## src/rtl/syn_prog_pkg.sv

```systemverilog
`timescale 1ns/1ps
package syn_prog_pkg;
  localparam int ADDR_W  = 8;
  localparam int DATA_W  = 16;
  localparam int FRAME_W = ADDR_W + DATA_W;
  localparam int N_W     = 7;
  localparam int S_W     = 3;
  localparam int F_W     = 5;
  localparam int NUM_SYN = 2;
  localparam logic [F_W-1:0] F_MAX = F_W'(17);

  typedef struct packed {
    logic [N_W-1:0] n;
    logic [S_W-1:0] s;
    logic [F_W-1:0] f;
    logic           mode;
  } syn_cfg_t;

  // data layout: N [15:9], F ext [8], S [7:5], mode [4], F low [3:0]
  function automatic syn_cfg_t unpack_cfg(input logic [DATA_W-1:0] d);
    syn_cfg_t       c;
    logic [F_W-1:0] fr;
    c.n    = d[15:9];
    c.s    = d[7:5];
    c.mode = d[4];
    fr     = {d[8], d[3:0]};
    c.f    = (fr > F_MAX) ? F_MAX : fr;
    return c;
  endfunction
endpackage

```

## src/rtl/syn_prog_sync.sv

```systemverilog
`timescale 1ns/1ps
module syn_prog_sync #(
  parameter int W      = 3,
  parameter int STAGES = 2
) (
  input  logic         clk_i,
  input  logic         rst_ni,
  input  logic [W-1:0] d_i,
  output logic [W-1:0] q_o
);
  logic [W-1:0] stage_q [STAGES];

  // idle lines rest high, so reset to ones
  always_ff @(posedge clk_i or negedge rst_ni) begin
    if (!rst_ni) begin
      for (int i = 0; i < STAGES; i++) stage_q[i] <= '1;
    end else begin
      stage_q[0] <= d_i;
      for (int i = 1; i < STAGES; i++) stage_q[i] <= stage_q[i-1];
    end
  end

  assign q_o = stage_q[STAGES-1];
endmodule

```

## src/rtl/syn_prog_shifter.sv

```systemverilog
`timescale 1ns/1ps
module syn_prog_shifter #(
  parameter int FRAME_W = 24
) (
  input  logic               clk_i,
  input  logic               rst_ni,
  input  logic               en_i,
  input  logic               sclk_i,
  input  logic               sdata_i,
  output logic               commit_o,
  output logic [FRAME_W-1:0] word_o
);
  localparam int CNT_W = $clog2(FRAME_W + 2);
  localparam logic [CNT_W-1:0] CNT_FULL = CNT_W'(FRAME_W);
  localparam logic [CNT_W-1:0] CNT_OVER = CNT_W'(FRAME_W + 1);

  logic             en_q, sclk_q, armed_q, commit_q;
  logic [CNT_W-1:0] cnt_q;
  logic [FRAME_W-1:0] shreg_q;
  logic en_rise, en_fall, sclk_rise;

  assign en_rise   = en_i & ~en_q;
  assign en_fall   = ~en_i & en_q;
  assign sclk_rise = sclk_i & ~sclk_q;

  always_ff @(posedge clk_i or negedge rst_ni) begin
    if (!rst_ni) begin
      en_q     <= 1'b1;
      sclk_q   <= 1'b1;
      armed_q  <= 1'b0;
      commit_q <= 1'b0;
      cnt_q    <= '0;
      shreg_q  <= '0;
    end else begin
      en_q     <= en_i;
      sclk_q   <= sclk_i;
      commit_q <= 1'b0;
      if (en_rise) begin
        armed_q <= 1'b1;
        cnt_q   <= '0;
      end else if (en_fall) begin
        // frame close wins over a coincident shift edge
        armed_q  <= 1'b0;
        commit_q <= armed_q && (cnt_q == CNT_FULL);
      end else if (armed_q && en_i && sclk_rise) begin
        shreg_q <= {shreg_q[FRAME_W-2:0], sdata_i};
        if (cnt_q != CNT_OVER) cnt_q <= cnt_q + 1'b1;
      end
    end
  end

  assign commit_o = commit_q;
  assign word_o   = shreg_q;
endmodule

```

## src/rtl/syn_prog_regfile.sv

```systemverilog
`timescale 1ns/1ps
module syn_prog_regfile
  import syn_prog_pkg::*;
#(
  parameter logic [NUM_SYN*ADDR_W-1:0] ADDR_MAP = {8'h01, 8'h00}
) (
  input  logic                clk_i,
  input  logic                rst_ni,
  input  logic                commit_i,
  input  logic [FRAME_W-1:0]  word_i,
  output syn_cfg_t            cfg_o  [NUM_SYN],
  output logic [NUM_SYN-1:0]  prog_o
);
  logic [ADDR_W-1:0] addr;
  syn_cfg_t          cfg_new;

  assign addr    = word_i[FRAME_W-1:DATA_W];
  assign cfg_new = unpack_cfg(word_i[DATA_W-1:0]);

  for (genvar g = 0; g < NUM_SYN; g++) begin : g_syn
    logic     hit;
    syn_cfg_t cfg_q;
    logic     prog_q;

    assign hit = commit_i && (addr == ADDR_MAP[g*ADDR_W +: ADDR_W]);

    always_ff @(posedge clk_i or negedge rst_ni) begin
      if (!rst_ni) begin
        cfg_q  <= '0;
        prog_q <= 1'b0;
      end else if (hit) begin
        cfg_q  <= cfg_new;
        prog_q <= 1'b1;
      end
    end

    assign cfg_o[g]  = cfg_q;
    assign prog_o[g] = prog_q;
  end
endmodule

```

## src/rtl/syn_prog_top.sv

```systemverilog
`timescale 1ns/1ps
module syn_prog_top
  import syn_prog_pkg::*;
#(
  parameter int               SYNC_STAGES = 2,
  parameter logic [ADDR_W-1:0] SYN1_ADDR  = 8'h00,
  parameter logic [ADDR_W-1:0] SYN2_ADDR  = 8'h01
) (
  input  logic           clk_i,
  input  logic           rst_ni,
  input  logic           ser_clk_i,
  input  logic           ser_data_i,
  input  logic           ser_en_i,
  output logic [N_W-1:0] syn1_n_o,
  output logic [S_W-1:0] syn1_s_o,
  output logic [F_W-1:0] syn1_f_o,
  output logic [N_W-1:0] syn2_n_o,
  output logic [S_W-1:0] syn2_s_o,
  output logic [F_W-1:0] syn2_f_o,
  output logic           ref_rise_o,
  output logic           filt_a_o,
  output logic           syn1_prog_o,
  output logic           syn2_prog_o
);
  logic [2:0]         pins_s;
  logic               commit;
  logic [FRAME_W-1:0] word;
  syn_cfg_t           cfg [NUM_SYN];
  logic [NUM_SYN-1:0] prog;

  syn_prog_sync #(.W(3), .STAGES(SYNC_STAGES)) i_sync (
    .clk_i  (clk_i),
    .rst_ni (rst_ni),
    .d_i    ({ser_en_i, ser_clk_i, ser_data_i}),
    .q_o    (pins_s)
  );

  syn_prog_shifter #(.FRAME_W(FRAME_W)) i_shifter (
    .clk_i    (clk_i),
    .rst_ni   (rst_ni),
    .en_i     (pins_s[2]),
    .sclk_i   (pins_s[1]),
    .sdata_i  (pins_s[0]),
    .commit_o (commit),
    .word_o   (word)
  );

  syn_prog_regfile #(.ADDR_MAP({SYN2_ADDR, SYN1_ADDR})) i_regfile (
    .clk_i    (clk_i),
    .rst_ni   (rst_ni),
    .commit_i (commit),
    .word_i   (word),
    .cfg_o    (cfg),
    .prog_o   (prog)
  );

  assign syn1_n_o    = cfg[0].n;
  assign syn1_s_o    = cfg[0].s;
  assign syn1_f_o    = cfg[0].f;
  assign ref_rise_o  = cfg[0].mode;
  assign syn2_n_o    = cfg[1].n;
  assign syn2_s_o    = cfg[1].s;
  assign syn2_f_o    = cfg[1].f;
  assign filt_a_o    = cfg[1].mode;
  assign syn1_prog_o = prog[0];
  assign syn2_prog_o = prog[1];
endmodule

```

## config.mk

```make
export PLATFORM = sky130hd
export DESIGN_NAME = syn_prog_top
export DESIGN_NICKNAME = d
export VERILOG_FILES = /design/src/rtl/syn_prog_pkg.sv /design/src/rtl/syn_prog_sync.sv /design/src/rtl/syn_prog_shifter.sv /design/src/rtl/syn_prog_regfile.sv /design/src/rtl/syn_prog_top.sv
export SDC_FILE = /design/constraint.sdc
export NUM_CORES = 1
export LEC_CHECK = 0
export ABC_AREA = 1
export ABC_CLOCK_PERIOD_IN_PS = 1400
export CORE_MARGIN = 10
export CORE_UTILIZATION = 47
export DETAILED_ROUTE_END_ITERATION = 8
export PLACE_DENSITY = 0.71
export RECOVER_POWER = 50
export SLEW_MARGIN = 5
export SYNTH_ARGS = -nofsm -noshare
export SYNTH_HDL_FRONTEND = slang
export SYNTH_SLANG_ARGS = --single-unit
```

## constraint.sdc

```tcl
create_clock -name clk_i -period 1.4 [get_ports clk_i]
set_input_delay 0.28 -clock clk_i [delete_from_list [all_inputs] [get_ports clk_i]]
set_output_delay 0.28 -clock clk_i [all_outputs]
set_load 0.02 [all_outputs]
```

# ---- Word level (Yosys, flattened, before mapping)
# Index checks and enable logic that the tools add are counted.
dict set report op_classes {
  n_eq_ne 4
  muxes 9
  n_bitwise 8
  n_lt_le_gt_ge 1
  n_reduce_logical 11
  n_addsub 1
}
# op count
set op_table {}
lappend op_table {{two-way mux 5 bit} 5}
lappend op_table {{== test 8 x 1 -> 1 bit, second input constant} 1}
lappend op_table {{logical NOT 8 bit} 1}
lappend op_table {{AND reduction 3 bit} 2}
lappend op_table {{nonzero test 2 bit} 3}
lappend op_table {{adder 5 x 1 -> 5 bit, second input constant} 1}
lappend op_table {{== test 5 bit, second input constant} 1}
lappend op_table {{greater-than comparator 5 bit, second input constant} 1}
lappend op_table {{logical AND 1 bit} 5}
lappend op_table {{!= test 5 bit, second input constant} 1}
lappend op_table {{NOT 1 bit} 5}
lappend op_table {{two-way mux 1 bit} 4}
lappend op_table {{AND 1 bit} 3}
lappend op_table {{!= test 2 x 1 -> 1 bit, second input constant} 1}
dict set report word_totals {
  wordCells 52
  inputBits 5
  register_bits 73
}

# ---- Logic depth before layout (Yosys ltp)
dict set report depth {
  word_depth 6
  depth_mapped 9
}

# ---- By module
# From an unflattened synthesis, not the netlist that was laid out.
dict set report unflattened {
  cells_unflattened 348
  hier_area_um2 3169.3
}
# module instances cells_per_inst area_per_inst_um2 seq_area_each_um2
set modules_own_cells {}
lappend modules_own_cells {syn_prog_shifter 1 174 1508.9 828.3}
lappend modules_own_cells {syn_prog_regfile 1 165 1480.2 850.8}
lappend modules_own_cells {syn_prog_sync 1 9 180.2 157.7}

# ---- Worst setup path after synthesis
# No wires, ideal clock.
dict set report synth_timing {
  kind {register to register}
  startpoint {register i_shifter.en_q}
  endpoint {register i_shifter.shreg_q[10] (netlist: i_shifter.word_o[10])}
  t_arrival_ps 1342
  path_slack_ps -73
  stages_incl_launch_ff 6
  required_ps 1269
  period_less_slack_ps 1473
  path_cell_list {dfstp_2 > inv_1 > ha_1 > nand2_4 > clkbuf_1 > o21ai_0}
}
dict set report synth_via {
  elab_chain_cells 4
}
# item line_no
set synth_rtl {}
lappend synth_rtl {{from (decl)} syn_prog_shifter.sv:17} ;# logic en_q, sclk_q, armed_q, commit_q;
lappend synth_rtl {{from (signal assigned)} syn_prog_shifter.sv:35} ;# en_q <= en_i;
lappend synth_rtl {{NOT 1 bit} syn_prog_shifter.sv:22} ;# assign en_rise = en_i & ~en_q;
lappend synth_rtl {{AND 1 bit} syn_prog_shifter.sv:22}
lappend synth_rtl {{NOT 1 bit (no line)} n/a}
lappend synth_rtl {{AND reduction 3 bit (no line) *} n/a}
lappend synth_rtl {{to (signal assigned)} syn_prog_shifter.sv:46} ;# shreg_q <= {shreg_q[FRAME_W-2:0], sdata_i};
lappend synth_rtl {{to (decl)} syn_prog_shifter.sv:19} ;# logic [FRAME_W-1:0] shreg_q;
# Mark *: on every way between the ends. The rest lies on a longest branch, timed or not.
# A chain may end at the register's enable or synchronous reset.

# ---- Worst setup path after layout
dict set report layout_timing {
  startpoint {register i_sync.stage_q (netlist bit i_sync.q_o[2])}
  endpoint {register i_shifter.cnt_q[2]}
}
dict set report layout_via {
  elab_chain_cells 4
}
# item line_no
set layout_rtl {}
lappend layout_rtl {{from (decl)} syn_prog_sync.sv:11} ;# logic [W-1:0] stage_q [STAGES];
lappend layout_rtl {{NOT 1 bit or logical AND 1 bit (tied branches)} {syn_prog_shifter.sv:23, syn_prog_shifter.sv:45}}
lappend layout_rtl {{AND 1 bit or logical AND 1 bit (tied branches)} {syn_prog_shifter.sv:23, syn_prog_shifter.sv:45}}
lappend layout_rtl {{!= test 2 x 1 -> 1 bit (no line) or nonzero test 2 bit (tied branches)} n/a}
lappend layout_rtl {{AND reduction 3 bit (no line)} n/a}
lappend layout_rtl {{to (signal assigned)} syn_prog_shifter.sv:47} ;# if (cnt_q != CNT_OVER) cnt_q <= cnt_q + 1'b1;
lappend layout_rtl {{to (decl)} syn_prog_shifter.sv:18} ;# logic [CNT_W-1:0] cnt_q;
# Parallel ways exist; a longest one is shown, timed or not.

==> results by group <==
Routing
  • WL met3: 390 um
  • WL/cell: 15.9 um
  • Drc violations: 0
  • Top Metal Used: met4
  • Drt first pass iters: 4
  • DRT iter0 DRCs: 104
  • Post-DRT Antenna Nets: 0
  • WL met2: 3.73 mm
  • Vias: 2,384
  • Via density per instance: 5.14
  • Met1 Wirelength: 3.19 mm
  • Drt total wl: 7.39 mm

Critical path
  • Reg-to-reg startpoint: i_sync.q_o[2]
  • Worst path required time: 1690 ps
  • Worst path most repeated cell: nand2_2
  • CP max-delay cell: dfstp_2
  • CP arrival: 1700 ps
  • Crit. End Element: register
  • Worst-path fanout max: 5
  • WS Path Type: register to register
  • CP Launch Point: i_sync.q_o[2]
  • Crit path max-delay family: flip-flops
  • Critical path launch point type: register
  • Crit path cell chain: nand2_2, nor2_4, buf_4, buf_6, nand2_2, nand2_4, nand3_1, nand2_1
  • Buf/Inv on CP: 2
  • Highest cell delay on the worst timing path: 590 ps

Die
  • Die W: 100 um
  • Core ar.: 6310 um2
  • Starting density of the core: 0.480
  • DIE AREA: 10,100 um2
  • Top-Level Pins: 39
  • Chip Height: 100 um
  • Standard-cell row count: 29

Logic synthesis
  • Post-Syn Area: 3030 um2
  • Library cells used by synthesis: 22
  • Mapped Nets: 317
  • Synthesis warning total: 0
  • Cells after synthesis: 307
  • Syn Area/Cell: 9.87 um2
  • Seq/Total Area, Yosys: 0.606
  • Synth Register Bits: 73

Placement
  • DP Wirelength: 4.30 mm
  • PortBufs: 38
  • DP Area: 3620 um2
  • GP Congestion: 0.759

CTS
  • Root Buffer: clkbuf_8
  • H-tree depth: 3
  • Reg clk slew, reported paths: 80 ps
  • CTS tree: built
  • Clock Path Buffers: 2
  • Worst skew pair latency: 350 ps
  • Clock Sinks: 73
  • CTS Buf Count: 9

Power and ir drop
  • PwrDens: 1200 nW/um2
  • Max VDD drop: 672 uV
  • LEAKAGE: 0.00211 uW
  • Final total power: 5120 uW

Global route
  • Largest net degree at the start of global routing: 46
  • First-pass GRT wire length: 10.5 mm
  • Vias in the first global route: 2,156
  • Antenna violations before repair: 0
  • Gr usage total: 0.127
  • Grt total ovfl: 0

STA
  • Fin Clk Skew: 7.51 ps
  • # setup viols final: 4
  • Setup ws final: -16.3 ps
  • Fmax achieved: 706 MHz
  • Final period util: 1.01
  • Crit path time final: 1420 ps
  • Worst slew margin: 0.705
  • RSZ-0062 raised after global routing: yes
  • Final slew viol count: 0
  • Worst Tran Pin Value: 442 ps
  • Setup tns final: -46.8 ps
  • Final Hold Viols: 0

Hold path
  • Worst hold start: i_sync.stage_q[3]
  • HP Class: register to register

Final layout
  • Nets: 392
  • Share of cells above drive strength 1: 0.336
  • Fin util: 0.674
  • Commonest non-fill, non-tap cell in the layout: dfrtp_1
  • Diodes inserted: 0
  • Area delta synth->final: 40.4%
  • Commonest cells after routing, fill and taps aside: 65 x dfrtp_1, 63 x nand2_1, 31 x inv_1, 31 x dlygate4sd2_1, 28 x nand2_2
  • Design Area, Final: 4250 um2

Run
  • Max cap viols: 0

Run status
  • Failing checks: setup timing
  • Status: finished, violations left
sequential cells by signal, indices dropped and copies added, names as in the netlist:
| register | cells |
|---|---|
| i_regfile.g_syn.prog_q | 2 |
| i_regfile.cfg_o | 32 |
| i_shifter.commit_o | 1 |
| i_shifter.armed_q | 1 |
| i_shifter.word_o | 24 |
| i_shifter.cnt_q | 5 |
| i_sync.q_o | 3 |
| i_shifter.sclk_q | 1 |
| i_sync.stage_q | 3 |
| i_shifter.en_q | 1 |
worst paths after layout:
kind                            cells past startpoint  slack, ps            endpoint
worst max-delay path                                8        -20  i_shifter.cnt_q[2]
worst min-delay path                                0        350       i_sync.q_o[0]
worst max register to register                      8        -20  i_shifter.cnt_q[2]
worst min register to register                      0        350       i_sync.q_o[0]
max in group asynchronous                           3        500   i_sync.stage_q[3]
min in group asynchronous                           2        400  i_regfile.cfg_o[4]
metrics by stage:
stage          std cells  setup WS, ps  hold WS (ps)
3_5_place_dp         429         -58.8           231
5_1_grt              464         -69.8           358
4_1_cts              446          9.64           324
6_report             464         -16.3           353
2_1_floorplan        307          68.6         -15.6
3_3_place_gp         429         -7.13           229
cell usage after synthesis, drive strengths merged:
master / instances / share of area
inv: 33 / 0.041
dfrtp: 65 / 0.54
o21ai: 48 / 0.11
xnor2: 1 / 0.0029
nand3: 19 / 0.033
nand2: 96 / 0.13
nor3: 1 / 0.0017
ha: 5 / 0.021
buf: 7 / 0.020
clkbuf: 1 / 0.0012
dfstp: 8 / 0.069
a21oi: 3 / 0.0050
nand4: 2 / 0.0041
nor2: 18 / 0.028
layer usage:
layer | vias to the layer above | track usage
met5 | - | 0
met4 | 0 | 0.0489
met3 | 10 | 0.0419
met2 | 47 | 0.207
met1 | 1193 | 0.151
li1 | 1134 | -
area by class of cell:
cell class	instances	area, um2
Tap cell	77	96.3
Inverter	33	124
Sequential cell	73	1840
Clock buffer	9	124
Timing Repair Buffer	66	698
Multi-Input combinational cell	199	1250
Fill cell	463	2060
Clock inverter	7	119
power breakdown:
part           total, uW  switching (uW)  internal (uW)
combinational        804             475            329
clock               1990             811           1180
sequential          2330            96.6           2230
total               5120            1380           3740
cells by family after synthesis:
| kind of cell | after synthesis | share of synthesized area |
|---|---|---|
| AOI/OAI and AO/OA | 51 | 0.114 |
| and+or+nand+nor | 136 | 0.194 |
| adders and majority gates | 5 | 0.0207 |
| xor gates and xnor gates | 1 | 0.00289 |
| buffers and inverters | 41 | 0.0620 |
| DFF | 73 | 0.606 |
worst reg2reg max path: cells and delay by family, from the launching register on:
family / cells / cell delay [ps]
flip-flops: 1 / 590
AND/OR/NAND/NOR: 6 / 550
buffers and inverters: 2 / 220
timing repair:
item	in CTS	in global routing
resized for setup	39	66
buffers inserted	0	11
hold buffers	1	0
hold endpoints to repair	6	0
cloned	0	8
setup endpoints to repair	64	59
pin swaps	2	12
Note: power is estimated with default switching activity, not from simulation.
